<file path="config.mk">
export PLATFORM = sky130hd
export DESIGN_NAME = adc_seq_top
export DESIGN_NICKNAME = d
export VERILOG_FILES = /design/src/rtl/adc_seq_pkg.sv /design/src/rtl/adc_seq_table.sv /design/src/rtl/adc_seq_fifo.sv /design/src/rtl/adc_seq_engine.sv /design/src/rtl/adc_seq_top.sv
export SDC_FILE = /design/constraint.sdc
export NUM_CORES = 1
export LEC_CHECK = 0
export BUFFER_PORTS_ARGS = -buffer_cell sky130_fd_sc_hd__buf_4
export CAP_MARGIN = 20
export CORE_MARGIN = 5
export CORE_UTILIZATION = 25
export DETAILED_ROUTE_END_ITERATION = 8
export RECOVER_POWER = 100
export SYNTH_ARGS = -nofsm -noshare
export SYNTH_HDL_FRONTEND = slang
export SYNTH_HIERARCHICAL = 1
export SYNTH_SLANG_ARGS = --single-unit
export TNS_END_PERCENT = 5
</file>
<file path="constraint.sdc">
create_clock -name clk_i -period 3.8 [get_ports clk_i]
set_input_delay 0.76 -clock clk_i [delete_from_list [all_inputs] [get_ports clk_i]]
set_output_delay 0.76 -clock clk_i [all_outputs]
set_load 0.02 [all_outputs]
</file>
<file path="src/rtl/adc_seq_pkg.sv">
package adc_seq_pkg;
  localparam int MUX_W = 5;
  localparam int WIN_W = 11;
  localparam int SMP_W = 12;

  // control word bits
  localparam int C_EN      = 0;
  localparam int C_START   = 1;
  localparam int C_TBL_RST = 2;
  localparam int C_PTR_RST = 3;
  localparam int C_CLR_DA  = 4;
  localparam int C_CLR_ERR = 5;
  localparam int C_CLR_ALL = 6;
  localparam int C_MSK_DA  = 7;
  localparam int C_MSK_ERR = 8;

  // settings word bits
  localparam int S_RES   = 0;
  localparam int S_EDGE  = 6;
  localparam int S_PAR   = 7;
  localparam int S_SDLY  = 8;
  localparam int S_REP   = 13;
  localparam int S_FLUSH = 14;
  localparam int S_POP   = 15;
  localparam int S_LAST  = 16;
  localparam int S_THR   = 24;

  typedef struct packed {
    logic [WIN_W-1:0] win;
    logic [MUX_W-1:0] mux;
  } entry_t;

  typedef enum logic [1:0] {ST_IDLE, ST_WAIT, ST_CONV} seq_st_e;

  function automatic logic [4:0] res_bits(input logic [4:0] code);
    case (code)
      5'd0:    res_bits = 5'd6;
      5'd1:    res_bits = 5'd8;
      5'd2:    res_bits = 5'd10;
      default: res_bits = 5'd12;
    endcase
  endfunction

  function automatic logic [SMP_W-1:0] align_mask(input logic [4:0] code);
    case (code)
      5'd0:    align_mask = 12'hFC0;
      5'd1:    align_mask = 12'hFF0;
      5'd2:    align_mask = 12'hFFC;
      default: align_mask = 12'hFFF;
    endcase
  endfunction
endpackage

</file>
<file path="src/rtl/adc_seq_table.sv">
module adc_seq_table
  import adc_seq_pkg::*;
#(
  parameter int TBL_WORDS = 8
) (
  input  logic                clk_i,
  input  logic                rst_ni,
  input  logic                clr_i,
  input  logic                we_i,
  input  logic [31:0]         wdata_i,
  input  logic [$clog2(2*TBL_WORDS)-1:0] idx_i,
  output entry_t              ent_o,
  output logic                valid_o
);
  localparam int EIW = $clog2(2*TBL_WORDS);
  localparam int WAW = EIW - 1;
  localparam int WCW = WAW + 1;

  logic [31:0]    word_q [TBL_WORDS];
  logic [WCW-1:0] wcnt_q;
  logic           wr_en;
  logic [WAW-1:0] rd_word;

  assign wr_en = we_i && !clr_i && (wcnt_q < WCW'(TBL_WORDS));

  always_ff @(posedge clk_i or negedge rst_ni) begin
    if (!rst_ni)    wcnt_q <= '0;
    else if (clr_i) wcnt_q <= '0;
    else if (wr_en) wcnt_q <= wcnt_q + WCW'(1);
  end

  for (genvar w = 0; w < TBL_WORDS; w++) begin : g_word
    always_ff @(posedge clk_i or negedge rst_ni) begin
      if (!rst_ni)                            word_q[w] <= '0;
      else if (wr_en && wcnt_q == WCW'(w))    word_q[w] <= wdata_i;
    end
  end

  assign rd_word = idx_i[EIW-1:1];
  assign valid_o = {1'b0, rd_word} < wcnt_q;
  assign ent_o   = idx_i[0] ? entry_t'(word_q[rd_word][31:16])
                            : entry_t'(word_q[rd_word][15:0]);
endmodule

</file>
<file path="src/rtl/adc_seq_fifo.sv">
module adc_seq_fifo
  import adc_seq_pkg::*;
#(
  parameter int DEPTH = 8
) (
  input  logic                       clk_i,
  input  logic                       rst_ni,
  input  logic                       flush_i,
  input  logic                       push_i,
  input  logic [SMP_W-1:0]           push_data_i,
  input  logic                       pop_i,
  output logic [SMP_W-1:0]           head_o,
  output logic                       empty_o,
  output logic [$clog2(DEPTH+1)-1:0] level_o
);
  localparam int AW = $clog2(DEPTH);
  localparam int LW = $clog2(DEPTH+1);

  logic [SMP_W-1:0] mem_q [DEPTH];
  logic [AW-1:0]    wr_q, rd_q;
  logic [LW-1:0]    level_q;
  logic             full, do_push, do_pop;

  assign empty_o = (level_q == '0);
  assign full    = (level_q == LW'(DEPTH));
  assign do_pop  = pop_i && !empty_o;
  assign do_push = push_i && (!full || do_pop);

  always_ff @(posedge clk_i or negedge rst_ni) begin
    if (!rst_ni) begin
      wr_q <= '0; rd_q <= '0; level_q <= '0;
    end else if (flush_i) begin
      wr_q <= '0; rd_q <= '0; level_q <= '0;
    end else begin
      if (do_push) wr_q <= wr_q + AW'(1);
      if (do_pop)  rd_q <= rd_q + AW'(1);
      level_q <= level_q + LW'(do_push) - LW'(do_pop);
    end
  end

  always_ff @(posedge clk_i) begin
    if (do_push && !flush_i) mem_q[wr_q] <= push_data_i;
  end

  assign head_o  = mem_q[rd_q];
  assign level_o = level_q;
endmodule

</file>
<file path="src/rtl/adc_seq_engine.sv">
module adc_seq_engine
  import adc_seq_pkg::*;
#(
  parameter int TBL_WORDS = 8,
  parameter int DIV_W     = 8
) (
  input  logic                           clk_i,
  input  logic                           rst_ni,
  input  logic                           run_i,
  input  logic                           ptr_rst_i,
  input  logic [4:0]                     res_code_i,
  input  logic [$clog2(2*TBL_WORDS)-1:0] last_idx_i,
  input  logic                           repeat_i,
  input  logic [DIV_W-1:0]               div_i,
  output logic [$clog2(2*TBL_WORDS)-1:0] idx_o,
  input  entry_t                         ent_i,
  input  logic                           ent_valid_i,
  output logic                           conv_req_o,
  output logic [MUX_W-1:0]               conv_mux_o,
  input  logic                           conv_done_i,
  input  logic [SMP_W-1:0]               conv_data_i,
  output logic                           push_o,
  output logic [SMP_W-1:0]               push_data_o,
  output logic                           seq_err_o,
  output logic                           pass_done_o
);
  localparam int EIW = $clog2(2*TBL_WORDS);

  seq_st_e          st_q, st_d;
  logic [EIW-1:0]   ptr_q;
  logic [MUX_W-1:0] mux_q;
  logic [WIN_W-1:0] win_q, win_cnt_q, need;
  logic [DIV_W-1:0] div_cnt_q, div_last;
  logic             tick, load, adv, wrap;

  assign need     = WIN_W'(res_bits(res_code_i)) + WIN_W'(2);
  assign div_last = (div_i == '0) ? '0 : div_i - DIV_W'(1);
  assign tick     = (div_cnt_q == div_last);
  assign wrap     = (ptr_q == last_idx_i);

  always_comb begin
    st_d        = st_q;
    load        = 1'b0;
    adv         = 1'b0;
    push_o      = 1'b0;
    seq_err_o   = 1'b0;
    pass_done_o = 1'b0;
    case (st_q)
      ST_IDLE: if (run_i) begin
        if (!ent_valid_i || ent_i.win < need) seq_err_o = 1'b1;
        else begin st_d = ST_WAIT; load = 1'b1; end
      end
      ST_WAIT: begin
        if (!run_i) st_d = ST_IDLE;
        else if (tick && win_cnt_q == win_q - WIN_W'(1)) st_d = ST_CONV;
      end
      ST_CONV: begin
        if (!run_i) st_d = ST_IDLE;
        else if (conv_done_i) begin
          push_o      = 1'b1;
          adv         = 1'b1;
          pass_done_o = wrap && !repeat_i;
          st_d        = ST_IDLE;
        end
      end
      default: st_d = ST_IDLE;
    endcase
  end

  always_ff @(posedge clk_i or negedge rst_ni) begin
    if (!rst_ni) begin
      st_q      <= ST_IDLE;
      ptr_q     <= '0;
      mux_q     <= '0;
      win_q     <= '0;
      win_cnt_q <= '0;
      div_cnt_q <= '0;
    end else begin
      st_q <= st_d;
      if (load) begin
        mux_q     <= ent_i.mux;
        win_q     <= ent_i.win;
        win_cnt_q <= '0;
        div_cnt_q <= '0;
      end else if (st_q == ST_WAIT) begin
        div_cnt_q <= tick ? '0 : div_cnt_q + DIV_W'(1);
        if (tick) win_cnt_q <= win_cnt_q + WIN_W'(1);
      end
      if (ptr_rst_i)  ptr_q <= '0;
      else if (adv)   ptr_q <= wrap ? '0 : ptr_q + EIW'(1);
    end
  end

  assign idx_o       = ptr_q;
  assign conv_req_o  = (st_q == ST_CONV);
  assign conv_mux_o  = mux_q;
  assign push_data_o = conv_data_i & align_mask(res_code_i);
endmodule

</file>
<file path="src/rtl/adc_seq_top.sv">
module adc_seq_top
  import adc_seq_pkg::*;
#(
  parameter int TBL_WORDS  = 8,
  parameter int FIFO_DEPTH = 8,
  parameter int DIV_W      = 8
) (
  input  logic             clk_i,
  input  logic             rst_ni,
  input  logic             ctrl_we_i,
  input  logic [31:0]      ctrl_wdata_i,
  input  logic             set_we_i,
  input  logic [31:0]      set_wdata_i,
  input  logic             tbl_we_i,
  input  logic [31:0]      tbl_wdata_i,
  input  logic [DIV_W-1:0] div_ratio_i,
  output logic [11:0]      sample_o,
  output logic             underflow_o,
  output logic             irq_data_o,
  output logic             irq_err_o,
  output logic             conv_req_o,
  output logic [4:0]       conv_mux_o,
  input  logic             conv_done_i,
  input  logic [11:0]      conv_data_i,
  output logic             cfg_edge_o,
  output logic             cfg_par_o,
  output logic [4:0]       cfg_sdly_o
);
  localparam int EIW = $clog2(2*TBL_WORDS);
  localparam int FLW = $clog2(FIFO_DEPTH);
  localparam int LW  = $clog2(FIFO_DEPTH+1);

  logic [31:0]      set_q;
  logic             en_q, start_q, msk_da_q, msk_err_q;
  logic             da_q, err_q, unf_q;
  logic [SMP_W-1:0] sample_q;

  logic tbl_clr, ptr_rst, clr_all, da_clr, err_clr, flush, pop_req;
  logic run, seq_err, pass_done, push, fifo_empty;
  logic [SMP_W-1:0] push_data, head;
  logic [LW-1:0]    fifo_level;
  logic [EIW-1:0]   idx;
  entry_t           ent;
  logic             ent_valid;
  logic             unused_bits;

  assign unused_bits = ^{set_q, ctrl_wdata_i};

  assign tbl_clr = ctrl_we_i && ctrl_wdata_i[C_TBL_RST];
  assign ptr_rst = ctrl_we_i && ctrl_wdata_i[C_PTR_RST];
  assign clr_all = ctrl_we_i && ctrl_wdata_i[C_CLR_ALL];
  assign da_clr  = ctrl_we_i && (ctrl_wdata_i[C_CLR_DA] || ctrl_wdata_i[C_CLR_ALL]);
  assign err_clr = ctrl_we_i && (ctrl_wdata_i[C_CLR_ERR] || ctrl_wdata_i[C_CLR_ALL]);
  assign flush   = set_we_i && set_wdata_i[S_FLUSH];
  assign pop_req = set_we_i && set_wdata_i[S_POP] && !set_wdata_i[S_FLUSH];
  assign run     = en_q && start_q;

  always_ff @(posedge clk_i or negedge rst_ni) begin
    if (!rst_ni) begin
      set_q <= '0;
    end else if (set_we_i) begin
      set_q <= set_wdata_i;
      set_q[S_FLUSH] <= 1'b0;
      set_q[S_POP]   <= 1'b0;
    end
  end

  always_ff @(posedge clk_i or negedge rst_ni) begin
    if (!rst_ni) begin
      en_q <= 1'b0; start_q <= 1'b0; msk_da_q <= 1'b0; msk_err_q <= 1'b0;
    end else if (ctrl_we_i) begin
      en_q      <= ctrl_wdata_i[C_EN];
      start_q   <= ctrl_wdata_i[C_START];
      msk_da_q  <= ctrl_wdata_i[C_MSK_DA];
      msk_err_q <= ctrl_wdata_i[C_MSK_ERR];
    end else if (seq_err || pass_done) begin
      start_q <= 1'b0;
    end
  end

  always_ff @(posedge clk_i or negedge rst_ni) begin
    if (!rst_ni) begin
      da_q <= 1'b0; err_q <= 1'b0; unf_q <= 1'b0; sample_q <= '0;
    end else begin
      da_q  <= (fifo_level > LW'(set_q[S_THR +: FLW])) || (da_q && !da_clr);
      err_q <= seq_err || (err_q && !err_clr);
      unf_q <= (pop_req && fifo_empty) || (unf_q && !clr_all);
      if (pop_req && !fifo_empty) sample_q <= head;
    end
  end

  adc_seq_table #(.TBL_WORDS(TBL_WORDS)) u_table (
    .clk_i   (clk_i),
    .rst_ni  (rst_ni),
    .clr_i   (tbl_clr),
    .we_i    (tbl_we_i),
    .wdata_i (tbl_wdata_i),
    .idx_i   (idx),
    .ent_o   (ent),
    .valid_o (ent_valid)
  );

  adc_seq_engine #(.TBL_WORDS(TBL_WORDS), .DIV_W(DIV_W)) u_engine (
    .clk_i       (clk_i),
    .rst_ni      (rst_ni),
    .run_i       (run),
    .ptr_rst_i   (ptr_rst),
    .res_code_i  (set_q[S_RES +: 5]),
    .last_idx_i  (set_q[S_LAST +: EIW]),
    .repeat_i    (set_q[S_REP]),
    .div_i       (div_ratio_i),
    .idx_o       (idx),
    .ent_i       (ent),
    .ent_valid_i (ent_valid),
    .conv_req_o  (conv_req_o),
    .conv_mux_o  (conv_mux_o),
    .conv_done_i (conv_done_i),
    .conv_data_i (conv_data_i),
    .push_o      (push),
    .push_data_o (push_data),
    .seq_err_o   (seq_err),
    .pass_done_o (pass_done)
  );

  adc_seq_fifo #(.DEPTH(FIFO_DEPTH)) u_fifo (
    .clk_i       (clk_i),
    .rst_ni      (rst_ni),
    .flush_i     (flush),
    .push_i      (push),
    .push_data_i (push_data),
    .pop_i       (pop_req),
    .head_o      (head),
    .empty_o     (fifo_empty),
    .level_o     (fifo_level)
  );

  assign sample_o    = sample_q;
  assign underflow_o = unf_q;
  assign irq_data_o  = da_q && !msk_da_q;
  assign irq_err_o   = err_q && !msk_err_q;
  assign cfg_edge_o  = set_q[S_EDGE];
  assign cfg_par_o   = set_q[S_PAR];
  assign cfg_sdly_o  = set_q[S_SDLY +: 5];
endmodule

</file>
==> results.rst, run 1 <==
.. list-table::
   :header-rows: 1

   * - Metric
     - Value
   * - Detailed-route wire length
     - 51260 µm
   * - Relative area change from synthesis to final layout
     - 17.41%
   * - GR Layer Usage met3
     - 2.426%
   * - Share of synthesized area occupied by flip-flops and latches
     - 55.32%
   * - Arrival time of data at the critical path endpoint
     - 4030 ps
   * - Required arrival time at the worst endpoint
     - 4290 ps
   * - Most common library cell in the layout ignoring fill and taps
     - sky130_fd_sc_hd__dfrtp_1
   * - Total Die Area
     - 90080 µm²
   * - Hold Crit Class
     - input pin to asynchronous set/reset pin
   * - Slowest stage delay, CP
     - 550 ps
   * - Violations in the final reports
     - capacitance limit, slew limit
   * - Final-layout worst hold slack
     - 46.90 ps
   * - Final period demand of the worst path
     - 3538 ps
   * - Syn nets
     - 1550
   * - Fraction of registers with async set or reset after synthesis
     - 78.48%
   * - Crit path buffers/inverters
     - 2
   * - Synthesized flop and latch total
     - 446
   * - Period Utilization, post-route
     - 93.11%
   * - Post-route total power
     - 16.60 mW
   * - Total count of max-transition violations in the final report
     - 430
   * - Post-Syn Area per Cell
     - 15.04 µm²
   * - Number of levels in the clock H-tree
     - 2
   * - Port Buf Inserts
     - 116
   * - Drt initial violations
     - 802
   * - Vias in the first global route
     - 13331
   * - Gr busiest metal
     - met2
   * - Worst Path Max Fanout
     - 8
   * - Class of the most critical setup path
     - flip-flop to flip-flop
   * - DRC violations left
     - 0
   * - Minimum setup slack in the final design
     - 261.7 ps
   * - Worst-path cell with the longest stage delay
     - sky130_fd_sc_hd__or4_1
   * - Critical Path Most Common Cell
     - sky130_fd_sc_hd__ha_1
   * - Worst slack, placed
     - 111.4 ps
   * - TritonRoute pass-1 iters
     - 5
   * - Worst voltage drop across the vdd grid
     - 0.3652 mV
   * - Chain of cells forming the critical path
     - or4_1 -> nand2b_4 -> ha_1 -> nor2_2 -> ha_1 -> inv_1 -> ha_1 -> nor2_1 -> o21ai_0 -> o2111ai_1 -> a31oi_2 -> nor3b_4 -> nor2_1 -> buf_4 -> a221o_1
   * - Ratio of cells with drive above 1 in the final layout
     - 39.53%
   * - GR Util All Layers
     - 11.15%
   * - CTS tree
     - done
   * - YS warnings
     - 6
   * - Clock slew at the register clock pins of the worst setup and hold paths
     - 60 ps
   * - Clock skew
     - 63.01 ps
   * - Via/cell ratio
     - 4.643
   * - Nets
     - 1683
   * - Commonest cells after routing, fill and taps aside
     - sky130_fd_sc_hd__dfrtp_1, sky130_fd_sc_hd__mux2_2, sky130_fd_sc_hd__buf_4
   * - Final setup vio count
     - 0
   * - Core Area
     - 83560 µm²
   * - Actual transition at the worst max-transition pin
     - 2534 ps
   * - Finished Cell Area
     - 24710 µm²
   * - Category of the worst setup path capture point
     - flip-flop
   * - Starting density of the core
     - 25.19%
   * - Final hold violation count
     - 0
   * - Floorplan die height
     - 300.1 µm
   * - Grt ovf
     - 0
   * - Synth Flop Type
     - sky130_fd_sc_hd__dfrtp_1
   * - Placed wire-length estimate after detailed placement
     - 34290 µm
   * - Global Route met2 Usage
     - 18.97%
   * - Width of the die
     - 300.1 µm
   * - Root Buffer
     - sky130_fd_sc_hd__clkbuf_16
   * - Critical path's top delay family
     - simple AND/OR/NAND/NOR gates
   * - RePlAce Congestion
     - 0.7837
   * - Antenna violations before repair
     - 4
   * - Power per cell area
     - 671.8 nW/µm²
   * - Number of max-capacitance violations reported
     - 10
   * - DR vias
     - 12340
   * - Average wire per standard cell
     - 19.28 µm
   * - Placed cell area
     - 23150 µm²
   * - Pin count of the biggest net entering global routing
     - 115
   * - Reported leakage power
     - 9.843 nW
   * - CTS Buffer Depth
     - 3
   * - Fmax achieved
     - 282.6 MHz
   * - Clk sinks
     - 446
   * - Count of pins on the block boundary
     - 150
   * - Max_slew headroom
     - -68.96%
   * - Total negative setup slack
     - 0 ps
   * - EDFF count, synth
     - 96
   * - Later-pin clock latency in the skew report
     - 610 ps
   * - Number of buffers added to fix hold violations after cts
     - 0
   * - Status
     - finished, violations left
   * - Number of clock buffers inserted by TritonCTS
     - 52
   * - Count of different cell masters after synthesis
     - 83
   * - First-pass GRT wire length
     - 79050 µm
   * - ANT nets after route
     - 0
   * - Standard-cell rows
     - 106
   * - Met1 usage
     - 14.31%
   * - Crit start category
     - flip-flop
   * - Synthesized netlist cell count
     - 1399
   * - Post-synthesis cell area
     - 21050 µm²
[area by class of cell]
type                       instances  area, µm²
antenna                            2      5.005
clock buffer                      70       1439
clock inverter                    28      412.9
fill                            8311      58850
inverter                          28      105.1
multi-input combinational        831       8602
sequential                       446      11650
tap                             1080       1351
timing repair buffer             173       1149
[registers in the layout, summed over array words and instances, names as in the netlist, 2 cells and up]
register / flops
u_table/word_q: 256
u_fifo/level_o: 4
u_engine/idx_o: 4
u_fifo/mem_q: 96
u_engine/win_cnt_q: 11
u_fifo/rd_q: 3
u_engine/div_cnt_q: 8
u_engine/win_q: 11
sample_o: 12
u_table/wcnt_q: 4
set_q: 20
u_engine/st_q: 2
u_fifo/wr_q: 3
u_engine/conv_mux_o: 5
[path summary, 6_finish.rpt]
check	to	from	cells past startpoint	slack (ps)
setup / recovery	u_engine/div_cnt_q[5]$_DFFE_PN0P_	set_q[2]$_DFFE_PN0P_	15	260
hold / removal	set_q[11]$_DFFE_PN0P_	rst_ni	1	50
setup reg to reg	u_engine/div_cnt_q[5]$_DFFE_PN0P_	set_q[2]$_DFFE_PN0P_	15	260
hold reg to reg	err_q$_DFF_PN0_	err_q$_DFF_PN0_	1	470
max in group asynchronous	u_table/word_q[112]$_DFFE_PN0P_	rst_ni	2	880
min in group clk_i	set_q[9]$_DFFE_PN0P_	set_wdata_i[9]	2	370
[cells by family (layout without fill, tap and decap cells)]
logic type / after synthesis / after routing / share of synthesized area, %
adders and majority gates: 29 / 29 / 1.760
muxes: 412 / 412 / 27.05
xor gates and xnor gates: 27 / 27 / 1.124
and+or+nand+nor: 239 / 239 / 6.914
DFF: 446 / 446 / 55.32
other: 0 / 2 / 0
AOI/OAI and AO/OA: 124 / 124 / 4.156
buffers and inverters: 122 / 299 / 3.680
[through the flow]
step / utilization, % / cells
after CTS: 29.92 / 2654
after global routing: 29.57 / 2656
after global placement: 27.68 / 2555
after floorplan: - / 1399
after detailed placement: 27.70 / 2556
final: 29.57 / 2658
[Yosys cell counts (7+ instances only)]
master / n / area [µm²]
sky130_fd_sc_hd__nor3_1: 16 / 80.08
sky130_fd_sc_hd__nor2_1: 40 / 150.1
sky130_fd_sc_hd__nor2b_1: 19 / 118.9
sky130_fd_sc_hd__mux4_2: 78 / 1757
sky130_fd_sc_hd__edfxtp_1: 96 / 2883
sky130_fd_sc_hd__a22oi_1: 32 / 240.2
sky130_fd_sc_hd__buf_4: 22 / 165.2
sky130_fd_sc_hd__ha_1: 28 / 350.3
sky130_fd_sc_hd__nand2_1: 52 / 195.2
sky130_fd_sc_hd__nor4b_1: 7 / 61.31
sky130_fd_sc_hd__nor3b_1: 7 / 52.55
sky130_fd_sc_hd__or4_1: 7 / 52.55
sky130_fd_sc_hd__a21oi_1: 21 / 105.1
sky130_fd_sc_hd__clkbuf_1: 28 / 105.1
sky130_fd_sc_hd__dfrtp_1: 350 / 8758
sky130_fd_sc_hd__mux2_2: 302 / 3401
sky130_fd_sc_hd__xnor2_1: 21 / 183.9
sky130_fd_sc_hd__mux2_4: 10 / 150.1
sky130_fd_sc_hd__inv_1: 27 / 101.4
sky130_fd_sc_hd__buf_6: 27 / 304.0
sky130_fd_sc_hd__nand2b_1: 14 / 87.58
sky130_fd_sc_hd__and2_1: 9 / 56.30
sky130_fd_sc_hd__buf_2: 13 / 65.06
sky130_fd_sc_hd__o21ai_0: 24 / 120.1
sky130_fd_sc_hd__nand3_1: 11 / 55.05
[power breakdown]
group	switching [mW]	internal [mW]
Sequential	0.888	6.47
Combinational	1.64	2.34
Clock	2.09	3.18
Total	4.61	12.0
[metal layers]
layer	part of all wire (%)	wire (µm)	vias to the layer above
met3	5.3	2702	82
met1	43	22170	6458
met4	2.7	1370	4
li1	-	-	5525
met5	0.051	26	-
met2	49	24990	271
[what timing repair did]
action                                  in CTS  in global routing
endpoints found under the setup margin       0                 18
buffers inserted                             0                  1
gates resized for setup                      0                  4
Note: power is estimated with default switching activity, not from simulation.
==> inputs of run 2 (changes only) <==
- clock period: 3.8 -> 4.29 ns (I/O delays scaled with it)
==> run 2 against run 1 <==
Net effect: the run still ends with capacitance limit, slew limit left; flip-flop and latch count unchanged; total power is 11% lower; largest power group unchanged; wire length grew 0.62%; final cell count decreased by 0.60%; clock skew shrank 1.3 ps; critical path depth down 11; first-iteration DRC count decreased by 19%.
==> results.rst, run 2 (synthesis gave the netlist of run 1 again) <==
.. list-table::
   :header-rows: 1

   * - Metric
     - Value
   * - TritonRoute pass-1 iters
     - 5 (unchanged)
   * - Ratio of cells with drive above 1 in the final layout
     - 39.19% (-0.34 points)
   * - Total Die Area
     - 90080 µm² (unchanged)
   * - Worst voltage drop across the vdd grid
     - 0.3440 mV (-5.8%)
   * - Hold Crit Class
     - input pin to flip-flop
   * - Starting density of the core
     - 25.19% (unchanged)
   * - Final-layout worst hold slack
     - 463.4 ps (+416.5 ps)
   * - Clock slew at the register clock pins of the worst setup and hold paths
     - 60 ps (about the same)
   * - Antenna violations before repair
     - 1 (-3)
   * - Arrival time of data at the critical path endpoint
     - 4560 ps (+530 ps)
   * - Relative area change from synthesis to final layout
     - 16.63%
   * - Actual transition at the worst max-transition pin
     - 2652 ps (+117.7 ps)
   * - Violations in the final reports
     - capacitance limit, slew limit
   * - Later-pin clock latency in the skew report
     - 630 ps (+20 ps)
   * - First-pass GRT wire length
     - 80320 µm (+1.6%)
   * - Global Route met2 Usage
     - 19.17% (+0.20 points)
   * - CTS tree
     - done
   * - Commonest cells after routing, fill and taps aside
     - sky130_fd_sc_hd__dfrtp_1, sky130_fd_sc_hd__mux2_2, sky130_fd_sc_hd__buf_4, sky130_fd_sc_hd__edfxtp_1, sky130_fd_sc_hd__mux4_2
   * - ANT nets after route
     - 0 (unchanged)
   * - Width of the die
     - 300.1 µm (unchanged)
   * - Via/cell ratio
     - 4.692 (+1.1%)
   * - Max_slew headroom
     - -76.81% (-7.8 points)
   * - Number of clock buffers inserted by TritonCTS
     - 51 (-1.9%)
   * - Number of cells upsized or downsized after cts
     - 0 (unchanged)
   * - Fmax achieved
     - 246.1 MHz
   * - CTS Buffer Depth
     - 3 (unchanged)
   * - GR Layer Usage met3
     - 2.188% (-0.24 points)
   * - Period Utilization, post-route
     - 94.72%
   * - Gr busiest metal
     - met2
   * - Crit start category
     - input pin
   * - RePlAce Congestion
     - 0.7644 (-2.5%)
   * - Register-to-Register Path Depth
     - 16 (+1)
   * - Reported leakage power
     - 9.770 nW (-0.74%)
   * - Number of buffers added to fix hold violations after cts
     - 0 (unchanged)
   * - Top register by number of flip-flops
     - u_table/word_q
   * - Count of pins on the block boundary
     - 150 (unchanged)
   * - Root Buffer
     - sky130_fd_sc_hd__clkbuf_16
   * - Final hold violation count
     - 0 (unchanged)
   * - Hold path cells
     - 2
   * - Flip-flop count of the largest register, all copies and words added
     - 256 (unchanged)
   * - Required arrival time at the worst endpoint
     - 4790 ps (+500 ps)
   * - Grt ovf
     - 0 (unchanged)
   * - Met1 usage
     - 14.93% (+0.61 points)
   * - Average wire per standard cell
     - 19.52 µm (+1.2%)
   * - Destination of the worst register-to-register timing path
     - u_engine/win_q[0]$_DFFE_PN0N_
   * - Category of the worst setup path capture point
     - flip-flop
   * - Total count of max-transition violations in the final report
     - 141 (-67%)
   * - Worst Path Max Fanout
     - 32 (+24)
   * - Core Area
     - 83560 µm² (unchanged)
   * - Placed wire-length estimate after detailed placement
     - 34160 µm (-0.39%)
   * - Standard-cell rows
     - 106 (unchanged)
   * - Final setup vio count
     - 0 (unchanged)
   * - Floorplan die height
     - 300.1 µm (unchanged)
   * - Clock skew
     - 61.69 ps (-1.325 ps)
   * - Placed cell area
     - 23070 µm² (-0.33%)
   * - Number of max-capacitance violations reported
     - 5 (-5)
   * - GR Util All Layers
     - 11.29% (+0.13 points)
   * - Detailed-route wire length
     - 51580 µm (+0.62%)
   * - Final period demand of the worst path
     - 4064 ps
   * - Pin count of the biggest net entering global routing
     - 112 (-2.6%)
   * - Non-filler instance count after layout
     - 2642 (-0.60%)
   * - Share of the core filled with cells in the final layout
     - 29.38% (-0.20 points)
   * - Port Buf Inserts
     - 116 (unchanged)
   * - Vias in the first global route
     - 13399 (+0.51%)
   * - Hold path startpoint
     - set_wdata_i[11]
   * - Largest registers
     - u_table/word_q: 256 flops, u_fifo/mem_q: 96 flops, set_q: 20 flops
   * - Number of placed cells counting well taps
     - 2544 (-0.47%)
   * - Finished Cell Area
     - 24550 µm² (-0.66%)
   * - Total negative setup slack
     - 0 ps (unchanged)
   * - Worst hold endpoint
     - set_q[11]$_DFFE_PN0P_
   * - Post-CTS repair timing setup buffer count
     - 0 (unchanged)
   * - Class of the most critical setup path
     - input pin to flip-flop
   * - Critical R2R Launch
     - set_q[3]$_DFFE_PN0P_
   * - Most common library cell in the layout ignoring fill and taps
     - sky130_fd_sc_hd__dfrtp_1
   * - Clk sinks
     - 446 (unchanged)
   * - DRC violations left
     - 0 (unchanged)
   * - Power per cell area
     - 598.6 nW/µm² (-11%)
   * - Status
     - finished, violations left
   * - Worst R2R Setup Slack
     - 370 ps (+110 ps)
   * - Number of levels in the clock H-tree
     - 2 (unchanged)
   * - Setup repair after global routing missed its margin
     - no
   * - Drt initial violations
     - 648 (-19%)
   * - DR vias
     - 12396 (+0.45%)
   * - Nets
     - 1668 (-0.89%)
run 2: cell count changes in the layout (fill, tap and decap cells not counted), moves of 2 or more:
cell | before | now
sky130_fd_sc_hd__nor3b_4 | 3 | 0
sky130_fd_sc_hd__clkbuf_8 | 7 | 12
sky130_fd_sc_hd__nand3b_1 | 4 | 6
sky130_fd_sc_hd__nor3b_1 | 6 | 9
sky130_fd_sc_hd__clkbuf_2 | 3 | 12
sky130_fd_sc_hd__clkbuf_16 | 53 | 51
sky130_fd_sc_hd__nand3b_2 | 2 | 0
sky130_fd_sc_hd__inv_8 | 2 | 0
sky130_fd_sc_hd__buf_4 | 107 | 96
sky130_fd_sc_hd__clkbuf_1 | 67 | 55
run 2: routing by layer:
metal  routed length, µm  vias to the layer above
met5                  20                        -
met4                 833                        2
met3                2383                       56
met2               25550                      258
met1               22790                     6572
li1                    -                     5508
run 2: how the worst max path moves through the flow:
stage / from / to / cells past startpoint / slack [ps]
finish: ctrl_we_i / u_table/word_q[225]$_DFFE_PN0P_ / 4 / 230
global route: set_q[1]$_DFFE_PN0P_ / u_engine/win_q[0]$_DFFE_PN0N_ / 18 / 90
CTS: set_q[1]$_DFFE_PN0P_ / u_engine/win_q[0]$_DFFE_PN0N_ / 18 / 260
detailed placement: set_q[1]$_DFFE_PN0P_ / u_engine/win_q[0]$_DFFE_PN0N_ / 18 / 280
global placement: set_q[1]$_DFFE_PN0P_ / u_engine/conv_mux_o[1]$_DFFE_PN0N_ / 16 / 260
floorplan: u_engine/st_q[0]$_DFFE_PN0P_ / u_fifo/mem_q[2][0]$_DFFE_PP_ / 6 / 650
run 2: worst max-delay path: stages:
cell and delay, ps:
sky130_fd_sc_hd__clkbuf_1 280, sky130_fd_sc_hd__and2_0 590, sky130_fd_sc_hd__nand3b_1 1850, sky130_fd_sc_hd__mux2_1 960
run 2: final cells by class:
| cell class | instances | area, µm² |
|---|---|---|
| flip-flops and latches | 446 | 11650 |
| diodes | 3 | 7.507 |
| clock buffers | 72 | 1475 |
| repair buffers | 159 | 1049 |
| clock inverters | 23 | 380.4 |
| inverters | 28 | 105.1 |
| well taps | 1080 | 1351 |
| fillers | 8362 | 59010 |
| multi-input cells | 831 | 8532 |
run 2: power by group:
group / switching, mW / internal, mW / total [mW]
registers: 0.794 / 5.73 / 6.52
logic: 1.45 / 2.05 / 3.50
clock network: 1.83 / 2.84 / 4.67
total: 4.07 / 10.6 / 14.7
run 2: stage by stage:
stage                     power, mW  worst slack (ps)
after floorplan               9.129             648.9
after global placement        9.991             260.8
after detailed placement      10.28             280.1
after CTS                     15.03             261.7
after global routing          15.51             86.33
final                         14.69             226.3
==> inputs of run 3 (changes only) <==
- clock period: 4.29 -> 3.4 ns (I/O delays scaled with it)
==> run 3 against run 2 <==
Net effect: the flow still finishes with violations (capacitance limit, slew limit); clock skew fell by 43 ps; final cell count rose by 1.3%; non-clock buffer count rose by 43; global-route usage rose by 0.22 points; critical endpoint is now u_engine/div_cnt_q[5]$_DFFE_PN0P_; clock-buffer cell count fell by 2.
==> results.rst, run 3 (synthesis gave the netlist of run 1 again) <==
.. list-table::
   :header-rows: 1

   * - Metric
     - Value
   * - Status
     - finished, violations left
   * - Violations in the final reports
     - capacitance limit, slew limit
   * - FILL cells
     - 8278 (-1.0%)
   * - Hold path cells
     - 2 (unchanged)
   * - Final period demand of the worst path
     - 3366 ps
   * - Drt initial violations
     - 778 (+20%)
   * - ANT nets after route
     - 0 (unchanged)
   * - Fmax achieved
     - 297.1 MHz
   * - Clock skew
     - 19.04 ps (-42.64 ps)
   * - Ratio of cells with drive above 1 in the final layout
     - 45.29% (+6.1 points)
   * - Routed wl met2
     - 26010 µm (+1.8%)
   * - Crit start category
     - flip-flop
   * - Worst voltage drop across the vdd grid
     - 0.3851 mV (+12%)
   * - Placed wire-length estimate after detailed placement
     - 35250 µm (+3.2%)
   * - Commonest cells after routing, fill and taps aside
     - sky130_fd_sc_hd__dfrtp_1, sky130_fd_sc_hd__mux2_2, sky130_fd_sc_hd__buf_4
   * - Footprint of the multi-input gates
     - 8846 µm² (+3.7%)
   * - Share of the core filled with cells in the final layout
     - 30.29% (+0.91 points)
   * - DRT met1 WL
     - 23030 µm (+1.1%)
   * - Pin count of the biggest net entering global routing
     - 68 (-39%)
   * - Met3 WL
     - 2629 µm (+10%)
   * - RePlAce Congestion
     - 0.7903 (+3.4%)
   * - Placed cell area
     - 23440 µm² (+1.6%)
   * - Area occupied by registers
     - 11650 µm² (unchanged)
   * - CTS Buffer Depth
     - 3 (unchanged)
   * - DR vias
     - 12548 (+1.2%)
   * - Actual transition at the worst max-transition pin
     - 1925 ps (-727.5 ps)
   * - Worst R2R Setup Slack
     - 30 ps (-340 ps)
   * - Class of the most critical setup path
     - flip-flop to flip-flop
   * - First-pass GRT wire length
     - 81900 µm (+2.0%)
   * - Destination of the worst register-to-register timing path
     - u_engine/div_cnt_q[5]$_DFFE_PN0P_
   * - Period Utilization, post-route
     - 99.00%
   * - CTS tree
     - done
   * - Vias in the first global route
     - 13570 (+1.3%)
   * - Starting density of the core
     - 25.19% (unchanged)
   * - Hold path startpoint
     - set_wdata_i[9]
   * - Width of the die
     - 300.1 µm (unchanged)
   * - Flip-flop count of the largest register, all copies and words added
     - 256 (unchanged)
   * - Clock slew at the register clock pins of the worst setup and hold paths
     - 60 ps (about the same)
   * - Port Buf Inserts
     - 116 (unchanged)
   * - GR Util All Layers
     - 11.50% (+0.22 points)
   * - Number of levels in the clock H-tree
     - 2 (unchanged)
   * - Final hold violation count
     - 0 (unchanged)
   * - Top register by number of flip-flops
     - u_table/word_q
   * - Power per cell area
     - 730.1 nW/µm² (+22%)
   * - Count of pins on the block boundary
     - 150 (unchanged)
   * - Worst Path Max Fanout
     - 10 (-69%)
   * - Root Buffer
     - sky130_fd_sc_hd__clkbuf_16
   * - Antenna violations before repair
     - 3 (+2)
   * - Arrival time of data at the critical path endpoint
     - 3830 ps (-730 ps)
   * - Required arrival time at the worst endpoint
     - 3870 ps (-920 ps)
   * - Total Die Area
     - 90080 µm² (unchanged)
   * - Later-pin clock latency in the skew report
     - 590 ps (-40 ps)
   * - Standard-cell rows
     - 106 (unchanged)
   * - Category of the worst setup path capture point
     - flip-flop
   * - Nets
     - 1709 (+2.5%)
   * - Grt ovf
     - 0 (unchanged)
   * - Reported leakage power
     - 10.19 nW (+4.3%)
   * - Number of max-capacitance violations reported
     - 2 (-3)
   * - Total negative setup slack
     - 0 ps (unchanged)
   * - Register-to-Register Path Depth
     - 11 (-5)
   * - Relative area change from synthesis to final layout
     - 20.26%
   * - DRC violations left
     - 0 (unchanged)
   * - Largest registers
     - u_table/word_q: 256 flops, u_fifo/mem_q: 96 flops, set_q: 20 flops
   * - Final setup vio count
     - 0 (unchanged)
   * - Most common library cell in the layout ignoring fill and taps
     - sky130_fd_sc_hd__dfrtp_1
   * - Hold Crit Class
     - input pin to flip-flop
   * - Final-layout worst hold slack
     - 325.0 ps (-138.4 ps)
   * - Total count of max-transition violations in the final report
     - 90 (-36%)
   * - Number of clock buffers inserted by TritonCTS
     - 49 (-3.9%)
   * - Max_slew headroom
     - -28.31% (+48 points)
   * - Core Area
     - 83560 µm² (unchanged)
   * - Finished Cell Area
     - 25310 µm² (+3.1%)
   * - Clk sinks
     - 446 (unchanged)
   * - Via/cell ratio
     - 4.689 (about the same)
   * - Worst hold endpoint
     - set_q[9]$_DFFE_PN0P_
   * - Critical R2R Launch
     - u_engine/idx_o[1]$_DFFE_PN0P_
   * - Detailed-route wire length
     - 52470 µm (+1.7%)
   * - Floorplan die height
     - 300.1 µm (unchanged)
   * - Top layer in use
     - met5
   * - TritonRoute pass-1 iters
     - 5 (unchanged)
   * - Average wire per standard cell
     - 19.61 µm (+0.43%)
-- run 3: worst max-delay path by stage --
stage               depth (start not counted)                                 to  slack, ps                     startpoint
finish                                     11  u_engine/div_cnt_q[5]$_DFFE_PN0P_         30  u_engine/idx_o[1]$_DFFE_PN0P_
floorplan                                   6       u_fifo/mem_q[0][0]$_DFFE_PP_        -80   u_engine/st_q[0]$_DFFE_PN0P_
global route                               11  u_engine/div_cnt_q[3]$_DFFE_PN0P_        -70  u_engine/idx_o[1]$_DFFE_PN0P_
detailed placement                         15  u_engine/div_cnt_q[5]$_DFFE_PN0P_       -210           set_q[3]$_DFFE_PN0P_
CTS                                        15  u_engine/div_cnt_q[5]$_DFFE_PN0P_        -60           set_q[3]$_DFFE_PN0P_
global placement                           15  u_engine/div_cnt_q[3]$_DFFE_PN0P_       -210           set_q[3]$_DFFE_PN0P_
-- run 3: report_power, final --
part	internal, mW	leakage, nW	switching (mW)
logic	2.88	4.12	1.93
clock network	3.25	0.810	2.17
registers	7.23	5.26	1.01
-- run 3: layout make-up --
cell class              instances  area share (%)
flip-flops and latches        446           46.02
multi-input cells             831           34.95
repair buffers                202           6.689
clock buffers                  70           5.681
well taps                    1080           5.339
clock inverters                17          0.8751
inverters                      28          0.4252
diodes                          2         0.01978
-- run 3: critical path: stages (launching register included) --
cell                        delay, ps
sky130_fd_sc_hd__dfrtp_4          550
sky130_fd_sc_hd__buf_6            210
sky130_fd_sc_hd__mux4_2           520
sky130_fd_sc_hd__a22oi_1          300
sky130_fd_sc_hd__nand2_1          130
sky130_fd_sc_hd__ha_1             320
sky130_fd_sc_hd__o2111ai_2        160
sky130_fd_sc_hd__a31oi_4          190
sky130_fd_sc_hd__nor3b_4          290
sky130_fd_sc_hd__nor2_1            90
sky130_fd_sc_hd__buf_4            170
sky130_fd_sc_hd__a221o_1          310
-- run 3: repair_timing --
item                       4_1_cts  5_1_grt
resized for setup                6       32
pin swaps                        3       13
gates cloned                     0        1
hold buffers                     0        0
setup endpoints to repair       35       38
buffers inserted                 3        6
-- run 3: per-layer routing --
layer / vias up / global-route usage, %
li1: 5579 / -
met1: 6650 / 15.34
met2: 253 / 19.69
met3: 64 / 2.303
met4: 2 / 2.102
met5: - / 0
-- run 3: per-stage QoR --
| stage | setup slack [ps] | cells | power, mW |
|---|---|---|---|
| final | 33.89 | 2676 | 18.48 |
| after detailed placement | -213.3 | 2577 | 13.08 |
| after global routing | -68.20 | 2674 | 19.52 |
| after floorplan | -84.06 | 1399 | 11.52 |
| after CTS | -58.46 | 2667 | 18.63 |
| after global placement | -206.9 | 2576 | 12.74 |
